## config.mk

```make
export PLATFORM = sky130hd
export DESIGN_NAME = freq_sweep_ctrl
export DESIGN_NICKNAME = d
export VERILOG_FILES = /design/src/rtl/fsweep_pkg.sv /design/src/rtl/sweep_edge_det.sv /design/src/rtl/sweep_pacer.sv /design/src/rtl/sweep_sync_gen.sv /design/src/rtl/freq_sweep_ctrl.sv
export SDC_FILE = /design/constraint.sdc
export NUM_CORES = 1
export LEC_CHECK = 0
export BUFFER_PORTS_ARGS = -buffer_cell sky130_fd_sc_hd__clkbuf_2
export CAP_MARGIN = 20
export CORE_MARGIN = 3
export CORE_UTILIZATION = 55
export CTS_BUF_LIST = sky130_fd_sc_hd__clkbuf_8
export DETAILED_ROUTE_END_ITERATION = 12
export PLACE_DENSITY = 0.91
export RECOVER_POWER = 25
export SLEW_MARGIN = 25
export SYNTH_ARGS = -nofsm -noshare
export SYNTH_HDL_FRONTEND = slang
export SYNTH_SLANG_ARGS = --single-unit
```

## constraint.sdc

```tcl
create_clock -name clk -period 3.6 [get_ports clk]
set_clock_uncertainty 0.2 [all_clocks]
set_input_delay 0.18 -clock clk [delete_from_list [all_inputs] [get_ports clk]]
set_output_delay 0.18 -clock clk [all_outputs]
set_load 0.005 [all_outputs]
```

## src/rtl/fsweep_pkg.sv

```systemverilog
package fsweep_pkg;
  typedef enum logic [1:0] {
    SW_IDLE = 2'd0,
    SW_RUN  = 2'd1,
    SW_DONE = 2'd2
  } sweep_state_e;
endpackage

```

## src/rtl/sweep_edge_det.sv

```systemverilog
module sweep_edge_det #(
  parameter int STAGES = 2
) (
  input  logic clk,
  input  logic rst_n,
  input  logic async_in,
  output logic rise_o
);
  logic [STAGES-1:0] sync_q;
  logic              prev_q;

  always_ff @(posedge clk or negedge rst_n) begin
    if (!rst_n) begin
      sync_q <= '0;
      prev_q <= 1'b0;
    end else begin
      sync_q <= {sync_q[STAGES-2:0], async_in};
      prev_q <= sync_q[STAGES-1];
    end
  end

  assign rise_o = sync_q[STAGES-1] & ~prev_q;


  single_event_chk: assert property (@(posedge clk) disable iff (!rst_n)
    rise_o |=> !rise_o);
endmodule

```

## src/rtl/sweep_pacer.sv

```systemverilog
module sweep_pacer #(
  parameter int IVL_W = 16
) (
  input  logic             clk,
  input  logic             rst_n,
  input  logic             start,
  input  logic             run,
  input  logic             ext_mode,
  input  logic             ext_evt,
  input  logic [IVL_W-1:0] interval,
  output logic             step_o
);
  logic [IVL_W-1:0] cnt_q;

  assign step_o = run && (ext_mode ? ext_evt : (cnt_q == '0));

  always_ff @(posedge clk or negedge rst_n) begin
    if (!rst_n) begin
      cnt_q <= '0;
    end else if (start || step_o) begin
      cnt_q <= interval;
    end else if (run && cnt_q != '0) begin
      cnt_q <= cnt_q - IVL_W'(1);
    end
  end


  interval_gap_chk: assert property (@(posedge clk) disable iff (!rst_n)
    (step_o && !ext_mode && interval != '0) |=> (!step_o || ext_mode));
endmodule

```

## src/rtl/sweep_sync_gen.sv

```systemverilog
module sweep_sync_gen #(
  parameter int PULSE_LEN = 4
) (
  input  logic clk,
  input  logic rst_n,
  input  logic step_evt,
  input  logic scan_start,
  input  logic scan_end,
  input  logic eos_mode,
  input  logic enable,
  output logic sync_o,
  output logic sync_oe_o
);
  localparam int PW = $clog2(PULSE_LEN + 1);

  logic [PW-1:0] pcnt_q;
  logic          eos_q;
  logic          pulse_on;

  always_ff @(posedge clk or negedge rst_n) begin
    if (!rst_n) begin
      pcnt_q <= '0;
    end else if (step_evt) begin
      pcnt_q <= PW'(PULSE_LEN);
    end else if (pcnt_q != '0) begin
      pcnt_q <= pcnt_q - PW'(1);
    end
  end

  always_ff @(posedge clk or negedge rst_n) begin
    if (!rst_n) begin
      eos_q <= 1'b0;
    end else if (scan_end) begin
      eos_q <= 1'b1;
    end else if (scan_start) begin
      eos_q <= 1'b0;
    end
  end

  assign pulse_on  = (pcnt_q != '0);
  assign sync_o    = enable & (eos_mode ? eos_q : pulse_on);
  assign sync_oe_o = enable;


  pulse_starts_chk: assert property (@(posedge clk) disable iff (!rst_n)
    step_evt |=> pulse_on);


  eos_clears_chk: assert property (@(posedge clk) disable iff (!rst_n)
    (scan_start && !scan_end) |=> !eos_q);
endmodule

```

## src/rtl/freq_sweep_ctrl.sv

```systemverilog
module freq_sweep_ctrl #(
  parameter int FREQ_W      = 24,
  parameter int STEP_W      = 12,
  parameter int IVL_W       = 16,
  parameter int PULSE_LEN   = 4,
  parameter int SYNC_STAGES = 2
) (
  input  logic              clk,
  input  logic              rst_n,
  input  logic              trig_in,
  input  logic              ext_pace,
  input  logic              sync_eos_mode,
  input  logic              sync_en,
  input  logic [FREQ_W-1:0] start_freq,
  input  logic [FREQ_W-1:0] delta_freq,
  input  logic [STEP_W-1:0] num_steps,
  input  logic [IVL_W-1:0]  step_interval,
  output logic [FREQ_W-1:0] freq_word,
  output logic              scan_busy,
  output logic              scan_done,
  output logic              sync_out,
  output logic              sync_oe
);
  import fsweep_pkg::*;

  sweep_state_e      state_q;
  logic [FREQ_W-1:0] freq_q;
  logic [STEP_W-1:0] left_q;
  logic              trig_rise;
  logic              scan_start;
  logic              step;
  logic              scan_end;
  logic              running;

  sweep_edge_det #(.STAGES(SYNC_STAGES)) u_edge (
    .clk      (clk),
    .rst_n    (rst_n),
    .async_in (trig_in),
    .rise_o   (trig_rise)
  );

  assign running    = (state_q == SW_RUN);
  assign scan_start = trig_rise && !running;

  sweep_pacer #(.IVL_W(IVL_W)) u_pacer (
    .clk      (clk),
    .rst_n    (rst_n),
    .start    (scan_start),
    .run      (running),
    .ext_mode (ext_pace),
    .ext_evt  (trig_rise),
    .interval (step_interval),
    .step_o   (step)
  );

  assign scan_end = (scan_start && num_steps == '0) ||
                    (step && left_q == STEP_W'(1));

  always_ff @(posedge clk or negedge rst_n) begin
    if (!rst_n) begin
      state_q <= SW_IDLE;
      freq_q  <= '0;
      left_q  <= '0;
    end else if (scan_start) begin
      freq_q  <= start_freq;
      left_q  <= num_steps;
      state_q <= (num_steps == '0) ? SW_DONE : SW_RUN;
    end else if (step) begin
      freq_q <= freq_q + delta_freq;
      left_q <= left_q - STEP_W'(1);
      if (left_q == STEP_W'(1)) state_q <= SW_DONE;
    end
  end

  sweep_sync_gen #(.PULSE_LEN(PULSE_LEN)) u_sync (
    .clk        (clk),
    .rst_n      (rst_n),
    .step_evt   (step),
    .scan_start (scan_start),
    .scan_end   (scan_end),
    .eos_mode   (sync_eos_mode),
    .enable     (sync_en),
    .sync_o     (sync_out),
    .sync_oe_o  (sync_oe)
  );

  assign freq_word = freq_q;
  assign scan_busy = running;
  assign scan_done = (state_q == SW_DONE);


  run_has_steps_chk: assert property (@(posedge clk) disable iff (!rst_n)
    running |-> (left_q != '0));


  done_hold_chk: assert property (@(posedge clk) disable iff (!rst_n)
    (state_q == SW_DONE && !trig_rise) |=> $stable(freq_q));
endmodule

```

==> results.json <==
{
  "synth.top_cells.by_area": "dfrtp_1, ha_1, o21ai_0",
  "yosys.area.top_type_share_pct": 35.5,
  "ys.flop_type": "dfrtp_1",
  "max_freq_mhz": 308,
  "grt.total_usage_pct": 30.3,
  "p_leak_nw": 2.53,
  "design.core.area_um2": 7410,
  "fin_nets": 790,
  "relSlewSlack_pct": -4.66,
  "ys_async_sr_fraction_pct": 100,
  "critPathSlowestCell": "a311oi_1",
  "syn_inst": 519,
  "wl_um": 13000,
  "syn_to_final_growth_pct": 31.1,
  "synth_top_area_cell": "dfrtp_1",
  "hold_viol": 0,
  "drv_cap": 1,
  "cts_tree": "yes",
  "io_buffers": 109,
  "post-route-period-util_pct": 90.2,
  "die_w_um": 94.4,
  "io-pin-count": 110,
  "synth_edf_count": 0,
  "dpl.cell_count": 712,
  "crit_arrival_ps": 3260,
  "diodes": 0,
  "grt_pass1_wl_um": 21600,
  "rsz0062_at_grt": "false",
  "hold_path.class": "input port to register",
  "wire_per_inst_um": 16.6,
  "clkSinkCount": 61,
  "worstMarginPinSlew_ps": 1570,
  "worst-path-max-fanout": 4,
  "gr-total-overflow": 0,
  "die_h_um": 94.4,
  "row_count": 31,
  "cp-start-kind": "register",
  "gp_congestion": 0.912,
  "violations": "max-capacitance violations, max-slew violations",
  "synth-seq-cells": 61,
  "synth_cell_type_count": 61,
  "finalSetupViolCount": 0,
  "clockBufferDepth": 2,
  "cts_max_level": 3,
  "drv_slew": 62,
  "synthTopCellsByCount": "nand2_1, dfrtp_1, o21ai_0, a21oi_1, nor2_1",
  "fillerInstances": 520,
  "worst_hold_slack_ps": 107,
  "drt_pre_antenna_iters": 5,
  "post-route-drc-count": 0,
  "drt-met1-wl_um": 5130,
  "max_stage_delay_ps": 500,
  "clk_pin_slew_ps": 70,
  "syn_nets": 631,
  "status": "finished, violations left",
  "yosys_warnings": 0,
  "ys_seq_area_share_pct": 35.5,
  "grt_max_degree": 62,
  "drt-vias-per-instance": 6.01,
  "cts_resized": 0,
  "wl_met3_um": 789,
  "peakVddDrop_mv": 0.370,
  "end_kind": "register",
  "worstPathRequired_ps": 3610,
  "yosysMostFrequentCell": "nand2_1",
  "drive_gt1_share_pct": 19.5,
  "dr_wl_met2_um": 6510,
  "period_needed_ps": 3250,
  "numCtsBuffers": 9,
  "powerDensity_nw_per_um2": 743,
  "clkLatencyLatePin_ps": 340,
  "drt_iter0_markers": 338,
  "antenna_found_initial": 0,
  "start_util_pct": 58.0,
  "vias": 4700,
  "avgSynthCellArea_um2": 8.29,
  "die-area_um2": 8920,
  "synthesis.area_um2": 4300,
  "maxUsedRoutingLayer": "met4",
  "fin_cells": 782,
  "grt_pass1_vias": 4723,
  "timing.setup.tns_ps": 0,
  "place_hpwl_um": 8340,
  "postRouteAntennaNets": 0,
  "critical_path_class": "register to register",
  "finish.utilization_pct": 76.1,
  "cts-root-buf": "clkbuf_8",
  "power_mw": 4.19,
  "path_cells": "ha_1, inv_1, fa_1, nor2b_1, o31ai_1, a21oi_1, a311oi_1, nor2_1, a211o_1, a2111oi_0, nor3b_1"
}
-- state kept, by name, indices dropped and copies added (netlist names) --
signal,flops
state_q,2
u_sync.eos_q,1
freq_word,24
u_edge.prev_q,1
u_pacer.cnt_q,16
u_edge.sync_q,2
u_sync.pcnt_q,3
left_q,12
-- through the flow --
stage               worst slack, ps  area, µm²
detailed placement              412       4940
global route                   63.7       5640
finish                          352       5640
global placement                559       4940
CTS                             368       5660
floorplan                       697       4300
-- power by group --
part           switching (mW)  internal, mW  leakage (nW)
Sequential              0.321          1.01         0.736
Combinational            1.31         0.990          1.70
Clock                   0.281         0.281        0.0963
-- worst paths after layout --
check,start,slack [ps],endpoint,cells past startpoint
setup / recovery,freq_word[0],350,freq_word[22],11
hold / removal,delta_freq[23],110,freq_word[23],5
setup reg to reg,freq_word[0],350,freq_word[22],11
hold reg to reg,u_edge.sync_q[0],150,u_edge.sync_q[1],0
max in group asynchronous,rst_n,1620,left_q[4],3
min in group asynchronous,rst_n,650,freq_word[13],3
-- worst max-delay path, delay by kind of cell, from the launching register on --
kind	cells	cell delay, ps
AOI/OAI and AO/OA	5	1760
buffers and inverters	1	70
DFF	1	410
adders and majority gates	2	410
and+or+nand+nor	3	260
-- placed cells by master, fill, tap and decap left out, types with 5 or more instances in the layout --
| cell type | n |
|---|---|
| o21ai_0 | 54 |
| nand2_1 | 71 |
| nor3_1 | 8 |
| dfrtp_1 | 61 |
| o21a_1 | 7 |
| dlygate4sd3_1 | 54 |
| nor2_1 | 45 |
| xnor2_1 | 16 |
| o211ai_1 | 5 |
| nor4_1 | 11 |
| a31oi_1 | 8 |
| o21ai_1 | 5 |
| buf_4 | 5 |
| nand2b_1 | 6 |
| inv_1 | 17 |
| xor2_1 | 13 |
| clkbuf_1 | 14 |
| ha_1 | 29 |
| nand3_1 | 18 |
| clkbuf_8 | 11 |
| clkbuf_2 | 96 |
| a21oi_1 | 46 |
-- cell families (layout without fill, tap and decap cells) --
logic type / after synthesis / after routing / synth area share (%)
compound gates: 165 / 165 / 23.6
xor+xnor: 29 / 29 / 5.91
fa+ha+maj: 30 / 30 / 8.90
buf+inv: 38 / 202 / 3.67
flops: 61 / 61 / 35.5
mux: 2 / 2 / 0.466
simple gates: 194 / 194 / 21.9
-- what timing repair did --
item	4_1_cts	5_1_grt
hold buffers	54	0
endpoints found under the hold margin	114	0
buffers inserted	0	0
-- routing by layer --
metal | up-vias | global-route usage, %
met5 | - | 0
met4 | 0 | 17.7
met3 | 58 | 5.66
met2 | 214 | 52.2
met1 | 2239 | 35.1
li1 | 2189 | -
-- area by class of cell --
class,instances,area [µm²],area share [%]
multi-input cells,420,2620,46.4
flip-flops and latches,61,1530,27.1
repair buffers,170,1130,20.1
clock buffers,11,151,2.69
well taps,99,124,2.20
inverters,16,60.1,1.07
clock inverters,5,26.3,0.466
Power figures use the tool's default switching activity.
